==> config.mk <==
export PLATFORM = sky130hd
export DESIGN_NAME = tlut_top
export DESIGN_NICKNAME = d
export VERILOG_FILES = /design/src/rtl/tlut_pkg.sv /design/src/rtl/tlut_index.sv /design/src/rtl/tlut_wdec.sv /design/src/rtl/tlut_bank.sv /design/src/rtl/tlut_top.sv
export SDC_FILE = /design/constraint.sdc
export NUM_CORES = 2
export LEC_CHECK = 0
export BUFFER_PORTS_ARGS = -buffer_cell sky130_fd_sc_hd__buf_4
export CAP_MARGIN = 20
export CORE_ASPECT_RATIO = 1.5
export CORE_MARGIN = 2
export CORE_UTILIZATION = 47
export CTS_CLUSTER_SIZE = 20
export DETAILED_ROUTE_END_ITERATION = 6
export PLACE_DENSITY = 0.66
export SYNTH_ARGS = -nofsm -noshare
export SYNTH_HDL_FRONTEND = slang
export SYNTH_SLANG_ARGS = --single-unit
export TNS_END_PERCENT = 5
==> constraint.sdc <==
create_clock -name clk -period 3.6 [get_ports clk]
set_input_delay 0.72 -clock clk [delete_from_list [all_inputs] [get_ports clk]]
set_output_delay 0.72 -clock clk [all_outputs]
set_load 0.05 [all_outputs]
==> src/rtl/tlut_pkg.sv <==
package tlut_pkg;
    parameter int TEMP_W   = 16;    // temperature sample width
    parameter int FRAC_W   = 8;     // fractional bits of temperature
    parameter int DATA_W   = 8;     // entry width
    parameter int DEPTH    = 36;    // entries per channel
    parameter int N_CHAN   = 3;     // independent tables
    parameter int ADDR_W   = 8;     // write byte offset width
    parameter int BASE     = 'h80;  // offset of entry 0
    parameter int T_LOW_C  = -40;   // lower edge of band 0 in degrees
    parameter int STEP_C   = 4;     // band width in degrees (power of two)

    localparam int IDX_W   = $clog2(DEPTH);
    localparam int CHAN_W  = (N_CHAN > 1) ? $clog2(N_CHAN + 1) : 1;
endpackage

==> src/rtl/tlut_index.sv <==
module tlut_index
    import tlut_pkg::*;
#(
    parameter int TW    = TEMP_W,
    parameter int FW    = FRAC_W,
    parameter int DEP   = DEPTH,
    parameter int LOW_C = T_LOW_C,
    parameter int STP_C = STEP_C
) (
    input  logic [TW-1:0]            temp,
    output logic [$clog2(DEP)-1:0]   idx
);
    localparam int IW   = $clog2(DEP);
    localparam int BIAS = -(LOW_C * (2 ** FW));      // raw units above band 0 edge
    localparam int SH   = FW + $clog2(STP_C);        // raw units per band as shift
    localparam int TOP  = DEP - 1;

    logic signed [31:0] offs;
    logic signed [31:0] band;

    always_comb begin
        offs = 32'(signed'(temp)) + 32'(BIAS);
        band = offs >>> SH;
        if (offs < 0) begin
            idx = '0;
        end else if (band > 32'(TOP)) begin
            idx = IW'(TOP);
        end else begin
            idx = band[IW-1:0];
        end
    end
endmodule

==> src/rtl/tlut_wdec.sv <==
module tlut_wdec
    import tlut_pkg::*;
#(
    parameter int AW  = ADDR_W,
    parameter int CW  = CHAN_W,
    parameter int NCH = N_CHAN,
    parameter int DEP = DEPTH,
    parameter int BAS = BASE
) (
    input  logic                      wr_en,
    input  logic [CW-1:0]             wr_chan,
    input  logic [AW-1:0]             wr_addr,
    output logic [NCH-1:0]            chan_we,
    output logic [$clog2(DEP)-1:0]    slot
);
    localparam int IW = $clog2(DEP);

    logic [AW:0] rel;
    logic        addr_hit;
    logic        chan_hit;

    always_comb begin
        rel      = {1'b0, wr_addr} - (AW+1)'(BAS);
        addr_hit = (wr_addr >= AW'(BAS)) && (rel < (AW+1)'(DEP));
        chan_hit = (int'(wr_chan) < NCH);
        slot     = rel[IW-1:0];
        for (int c = 0; c < NCH; c++) begin
            chan_we[c] = wr_en && addr_hit && chan_hit && (int'(wr_chan) == c);
        end
    end
endmodule

==> src/rtl/tlut_bank.sv <==
module tlut_bank
    import tlut_pkg::*;
#(
    parameter int DW  = DATA_W,
    parameter int DEP = DEPTH
) (
    input  logic                     clk,
    input  logic                     rst_n,
    input  logic                     sample,
    input  logic [$clog2(DEP)-1:0]   rd_idx,
    input  logic                     we,
    input  logic [$clog2(DEP)-1:0]   wr_idx,
    input  logic [DW-1:0]            wdata,
    output logic [DW-1:0]            level
);
    typedef struct packed {
        logic [DEP-1:0][DW-1:0] ent;
        logic [DW-1:0]          lvl;
    } bank_t;

    bank_t st_d, st_q;

    always_comb begin
        st_d = st_q;
        // read uses the table as it stood before this cycle's write
        if (sample) begin
            st_d.lvl = st_q.ent[rd_idx];
        end
        if (we) begin
            st_d.ent[wr_idx] = wdata;
        end
    end

    always_ff @(posedge clk or negedge rst_n) begin
        if (!rst_n) begin
            st_q <= '0;
        end else begin
            st_q <= st_d;
        end
    end

    assign level = st_q.lvl;
endmodule

==> src/rtl/tlut_top.sv <==
module tlut_top
    import tlut_pkg::*;
#(
    parameter int TW  = TEMP_W,
    parameter int DW  = DATA_W,
    parameter int DEP = DEPTH,
    parameter int NCH = N_CHAN,
    parameter int AW  = ADDR_W,
    parameter int CW  = CHAN_W
) (
    input  logic                     clk,
    input  logic                     rst_n,
    input  logic                     temp_valid,
    input  logic [TW-1:0]            temp_in,
    input  logic                     wr_en,
    input  logic [CW-1:0]            wr_chan,
    input  logic [AW-1:0]            wr_addr,
    input  logic [DW-1:0]            wr_data,
    output logic [$clog2(DEP)-1:0]   idx_out,
    output logic [NCH*DW-1:0]        set_out
);
    localparam int IW = $clog2(DEP);

    typedef struct packed {
        logic [IW-1:0] idx;
    } top_t;

    top_t          tp_d, tp_q;
    logic [IW-1:0] new_idx;
    logic [NCH-1:0] bank_we;
    logic [IW-1:0] bank_slot;

    tlut_index #(.TW(TW), .FW(FRAC_W), .DEP(DEP), .LOW_C(T_LOW_C), .STP_C(STEP_C)) u_index (
        .temp (temp_in),
        .idx  (new_idx)
    );

    tlut_wdec #(.AW(AW), .CW(CW), .NCH(NCH), .DEP(DEP), .BAS(BASE)) u_wdec (
        .wr_en   (wr_en),
        .wr_chan (wr_chan),
        .wr_addr (wr_addr),
        .chan_we (bank_we),
        .slot    (bank_slot)
    );

    always_comb begin
        tp_d = tp_q;
        if (temp_valid) begin
            tp_d.idx = new_idx;
        end
    end

    always_ff @(posedge clk or negedge rst_n) begin
        if (!rst_n) begin
            tp_q <= '0;
        end else begin
            tp_q <= tp_d;
        end
    end

    assign idx_out = tp_q.idx;

    for (genvar c = 0; c < NCH; c++) begin : g_bank
        tlut_bank #(.DW(DW), .DEP(DEP)) u_bank (
            .clk    (clk),
            .rst_n  (rst_n),
            .sample (temp_valid),
            .rd_idx (new_idx),
            .we     (bank_we[c]),
            .wr_idx (bank_slot),
            .wdata  (wr_data),
            .level  (set_out[c*DW +: DW])
        );
    end
endmodule

* After elaboration in Yosys (flattened, before gate mapping)
Index checks and enable logic that the tools add are counted.
Word-level totals: output and inout port bits 30, logic and storage cells 145, register bits 894, input port bits 38
Cells by class: eq/ne operators 2, reductions and logical operators 8, add/sub/neg operators 2, order comparisons 8, mux-type cells 13
Operators with widths (number):
- bitwise mux 288 bit | 3
- binary-select mux 8 bit (select 6 bit) | 3
- demux 8 bit (select 6 bit) | 1
- 2-to-1 mux 8 bit | 4
- adder 16 x 15 -> 17 bit (second input constant) | 1
- < comparator 17 x 1 -> 1 bit (second input constant) | 1
- < comparator 6 x 7 -> 1 bit (second input constant) | 2
- 2-to-1 mux 6 bit | 2
- < comparator 9 x 6 -> 1 bit (second input constant) | 1
- subtractor 8 x 8 -> 9 bit (second input constant) | 1
- >= comparator 8 bit (second input constant) | 1
- greater-than comparator 7 bit (second input constant) | 1
- logical AND 1 bit | 7
- >= comparator 6 x 1 -> 1 bit (second input constant) | 1
- == test 2 bit (second input constant) | 2
- zero test 2 bit | 1
- < comparator 2 bit (second input constant) | 1

* Logic depth before layout (Yosys ltp)
depth after elaboration 6, mapped depth 13, mapped depth without buffers 9

* Cells and area by module
From an unflattened synthesis, not the netlist that was laid out.
Unflattened totals: cells, all modules 2732, area, all modules 41483.5 um2
By module, submodules not included:
- tlut_bank at g_bank[0].u_bank ... | times used 2, cells an instance 893, area each 13630.6 um2, sequential area each 7407.1 um2
- tlut_bank at g_bank[2].u_bank | times used 1, cells an instance 894, area each 13674.4 um2, sequential area each 7407.1 um2
- tlut_top | times used 1, cells an instance 13, area each 251.5 um2, sequential area each 150.1 um2
- tlut_index | times used 1, cells an instance 28, area each 211.5 um2, sequential area each 0.0 um2
- tlut_wdec | times used 1, cells an instance 11, area each 85.1 um2, sequential area each 0.0 um2

* Worst setup path before layout
Ideal clock, no wire load.
path type input-to-reg, start input port temp_in[11], end register g_bank[0].u_bank.st_q, in the netlist g_bank[0].u_bank.level[6], buffers on the path 3, setup time 0.120 ns, arrival time 2.982 ns, stages on the path 12, slack 0.497 ns, data required time 3.480 ns, cell sequence ha_1 > or2_1 > mux2_4 > buf_6 > a22oi_4 > buf_4 > buf_2 > mux2i_1 > mux2i_1 > o211ai_1 > nand4_1 > o211a_1
Between the ends: word-level cells in the longest chain between the ends 6, elaborated cells on any way between the ends 7, classes of those cells 1 x add/sub; 2 x order compare; 4 x mux
RTL lines:
- start: declaration | line tlut_top.sv:14 | input logic [TW-1:0] temp_in,
- adder 16 x 15 -> 17 bit (*) | line tlut_index.sv:22 | offs = 32'(signed'(temp)) + 32'(BIAS);
- branches (longest 2 deep; another with < comparator 17 x 1 -> 1 bit)
- 2-to-1 mux 6 bit (*) | line tlut_index.sv:24 | if (offs < 0) begin
- binary-select mux 8 bit (select 6 bit) (*) | line tlut_bank.sv:27 | st_d.lvl = st_q.ent[rd_idx];
- 2-to-1 mux 8 bit (not written as such) (*) | line tlut_bank.sv:27
- end signal: assignment | line tlut_bank.sv:38 | st_q <= st_d;
- end: declaration | line tlut_bank.sv:21 | bank_t st_d, st_q;
Every way passes the cells marked *. The select of a mux whose other input is x is not followed. A chain may end at the register's enable or synchronous reset.

* Final worst setup path
start input port temp_in[11], end register g_bank[0].u_bank.st_q, in the netlist g_bank[0].u_bank.level[5]
Same word-level chain as after synthesis.

==> flow_metrics.py <==
metrics = {
    "global_route": {
        "grt_pass1_wl_microns": 193000,
        "grt_max_degree": 106,
        "grt_pass1_vias": 30900,
        "grt_usage_pct": 28.3,
        "antenna_found_initial": 5,
        "overflow": 0,
    },
    "timing": {
        "setup_violations": 0,
        "setup_tns_ps": 0,
        "fin_skew_ps": 26.7,
        "grt_setup_unrepaired": "no",
        "slew_headroom_pct": 25.3,
        "slew_viol_final": 0,
        "fmax_ghz": 0.305,
        "timing.final.crit_period_ps": 3280,
        "hold_viol_final": 0,
        "tightest_slew_ps": 1120,
        "finalCritPeriodShare_pct": 91.2,
    },
    "min_path": {
        "worst_hold_path_type": "in2reg",
    },
    "routing": {
        "route.detailed.drc": 0,
        "viasPerCell": 6.07,
        "drt-total-wl_microns": 128000,
        "antenna_left": 0,
        "drt_iter0_drc": 2294,
        "via_count": 29900,
        "post_drt_wl_per_cell_microns": 25.9,
        "firstDrtPassIters": 5,
    },
    "logic_synthesis": {
        "synth_area_sq_um": 41800,
        "ys_async_sr_fraction_pct": 100,
        "syn_inst": 3446,
        "synth_flop_cell": "dfrtp_1",
        "synth.distinct_cells": 68,
        "ys_ff_latch": 894,
        "yosysWarnings": 0,
        "synth_edf_count": 0,
        "synthTopCellsByCount": "dfrtp_1 (894), mux2_2 (894), nand2_1 (317)",
        "syn_area_per_cell_sq_um": 12.1,
        "ys_top_cells_by_area": "dfrtp_1 (53%), mux2_2 (24%), mux2i_1 (3.0%)",
        "seq_area_frac_synth_pct": 53.5,
        "syn-num-nets": 3486,
        "synth_top_area_share_pct": 53.5,
        "synth_largest_area_cell": "dfrtp_1",
    },
    "flow_run": {
        "cap_violations": 0,
    },
    "critical_path": {
        "crit_path_end_kind": "register",
        "start_kind": "input pin",
        "cp.arrival_ps": 3850,
        "critPathKind": "in2reg",
        "crit_fanout": 29,
        "cp_data_required_time_ps": 4170,
    },
    "clocking": {
        "path_clk_slew_ps": 70,
        "numCtsBuffers": 86,
        "cts_sinks": 894,
        "clk_latency_ps": 680,
        "cts_buffer_depth": 3,
        "post_cts_resized": 0,
        "root_buffer": "clkbuf_16",
        "tritoncts": "built",
        "postCtsSetupRepairBufs": 0,
        "htreeDepth": 3,
    },
    "floorplanning": {
        "die_area_sq_um": 91500,
        "die_height_microns": 369,
        "die_w_microns": 248,
        "num_io_pins": 68,
        "coreArea_sq_um": 88500,
        "start_util_pct": 47.3,
        "rows": 134,
    },
    "final_layout": {
        "nets": 3734,
        "drive_gt1_share_pct": 40.4,
        "syn2layout_area_growth_pct": 17.4,
    },
    "pwr": {
        "power.density_nw_per_um2": 467,
        "ir_worst_vdd_uv": 448,
        "p_total_mw": 22.9,
        "leakage_nw": 23.9,
    },
    "placement": {
        "portBuffers": 57,
        "place_congestion": 0.889,
        "dp_hpwl_microns": 87100,
    },
    "outcome": {
        "status": "completed",
    },
}
-- cell families after synthesis --
logic type | after synthesis | share of synthesized area [%]
and+or+nand+nor | 788 | 8.50
adders and majority gates | 2 | 0.0598
xor gates and xnor gates | 1 | 0.0209
buffers and inverters | 304 | 3.19
AOI/OAI and AO/OA | 438 | 7.70
muxes | 1019 | 27.1
DFF | 894 | 53.5
-- layer usage --
layer	up-vias	GRT usage (%)	routed length, microns
li1	13000	-	-
met1	15600	33.9	49100
met2	915	47.5	63100
met3	341	4.13	6430
met4	0	17.7	8910
met5	-	0	0
-- metrics by stage --
step | util, % | area, sq um | worst slack (ps) | hold WS [ps] | cells
after floorplan | - | 41800 | 497 | 424 | 3446
after global placement | 52.2 | 46200 | -355 | 480 | 4761
after detailed placement | 52.2 | 46200 | -461 | 486 | 4761
after CTS | 55.5 | 49100 | 285 | 396 | 4919
after global routing | 55.5 | 49100 | 248 | 453 | 4920
final | 55.5 | 49100 | 318 | 441 | 4923
-- flip-flops by register name, indices dropped and copies added, names as in the netlist --
name                 flops
g_bank.u_bank.st_q     864
g_bank.u_bank.level     24
idx_out                  6
-- worst max-delay path, cell delays in order --
cell,delay (ps)
buf_4,130
ha_1,230
or2_1,270
mux2_4,390
buf_4,190
a21oi_4,210
buf_12,250
nor3_1,60
o311ai_0,730
o211ai_1,230
a2111oi_2,400
-- path summary, 6_finish.rpt --
path                                       startpoint                    endpoint  slack [ps]  depth (start not counted)
setup / recovery                          temp_in[11]   g_bank[0].u_bank.level[5]         320                         11
hold / removal                             temp_valid   g_bank[1].u_bank.level[3]         440                          3
setup reg to reg           g_bank[0].u_bank.st_q[157]   g_bank[0].u_bank.level[5]        1730                          4
hold reg to reg            g_bank[0].u_bank.st_q[193]  g_bank[0].u_bank.st_q[193]         500                          1
max in group asynchronous                       rst_n  g_bank[1].u_bank.st_q[118]        2020                          4
min in group asynchronous                       rst_n  g_bank[0].u_bank.st_q[196]         560                          2
-- where the power goes --
group	leakage (nW)	total, mW	internal [mW]	switching [mW]
Sequential	12.4	10.3	10.2	0.134
Clock	1.46	9.49	5.50	3.99
Combinational	10.0	3.12	1.09	2.03
-- final cells by class --
type | count | area, sq um
diodes | 4 | 10.0
clock buffers | 130 | 2600
clock inverters | 27 | 343
fillers | 7568 | 39400
inverters | 10 | 37.5
multi-input cells | 2248 | 18200
flip-flops and latches | 894 | 22400
well taps | 1156 | 1450
repair buffers | 454 | 4080
-- placed cells by master, fill, tap and decap left out, drive strengths merged, types with 16 or more instances in the layout --
master  synthesis  routed
mux2          895     895
clkbuf        205     130
mux2i         124     124
a31oi          33      33
o221ai         19      19
o211ai         70      70
nand3          92      92
dfrtp         894     894
a21oi          30      30
nor3           78      78
a221oi         47      47
buf            89     453
o21ai          64      64
o22ai          61      61
clkinv          0      18
nand2         318     318
nand4          21      21
o311ai         16      16
a211oi         16      16
nor2          174     174
and3           28      28
or3            35      35
-- repair_timing --
item	4_1_cts	5_1_grt
hold buffers	1	0
setup endpoints to repair	0	0
hold endpoints to repair	37	0
No activity file was read; power rests on OpenSTA's default activity.
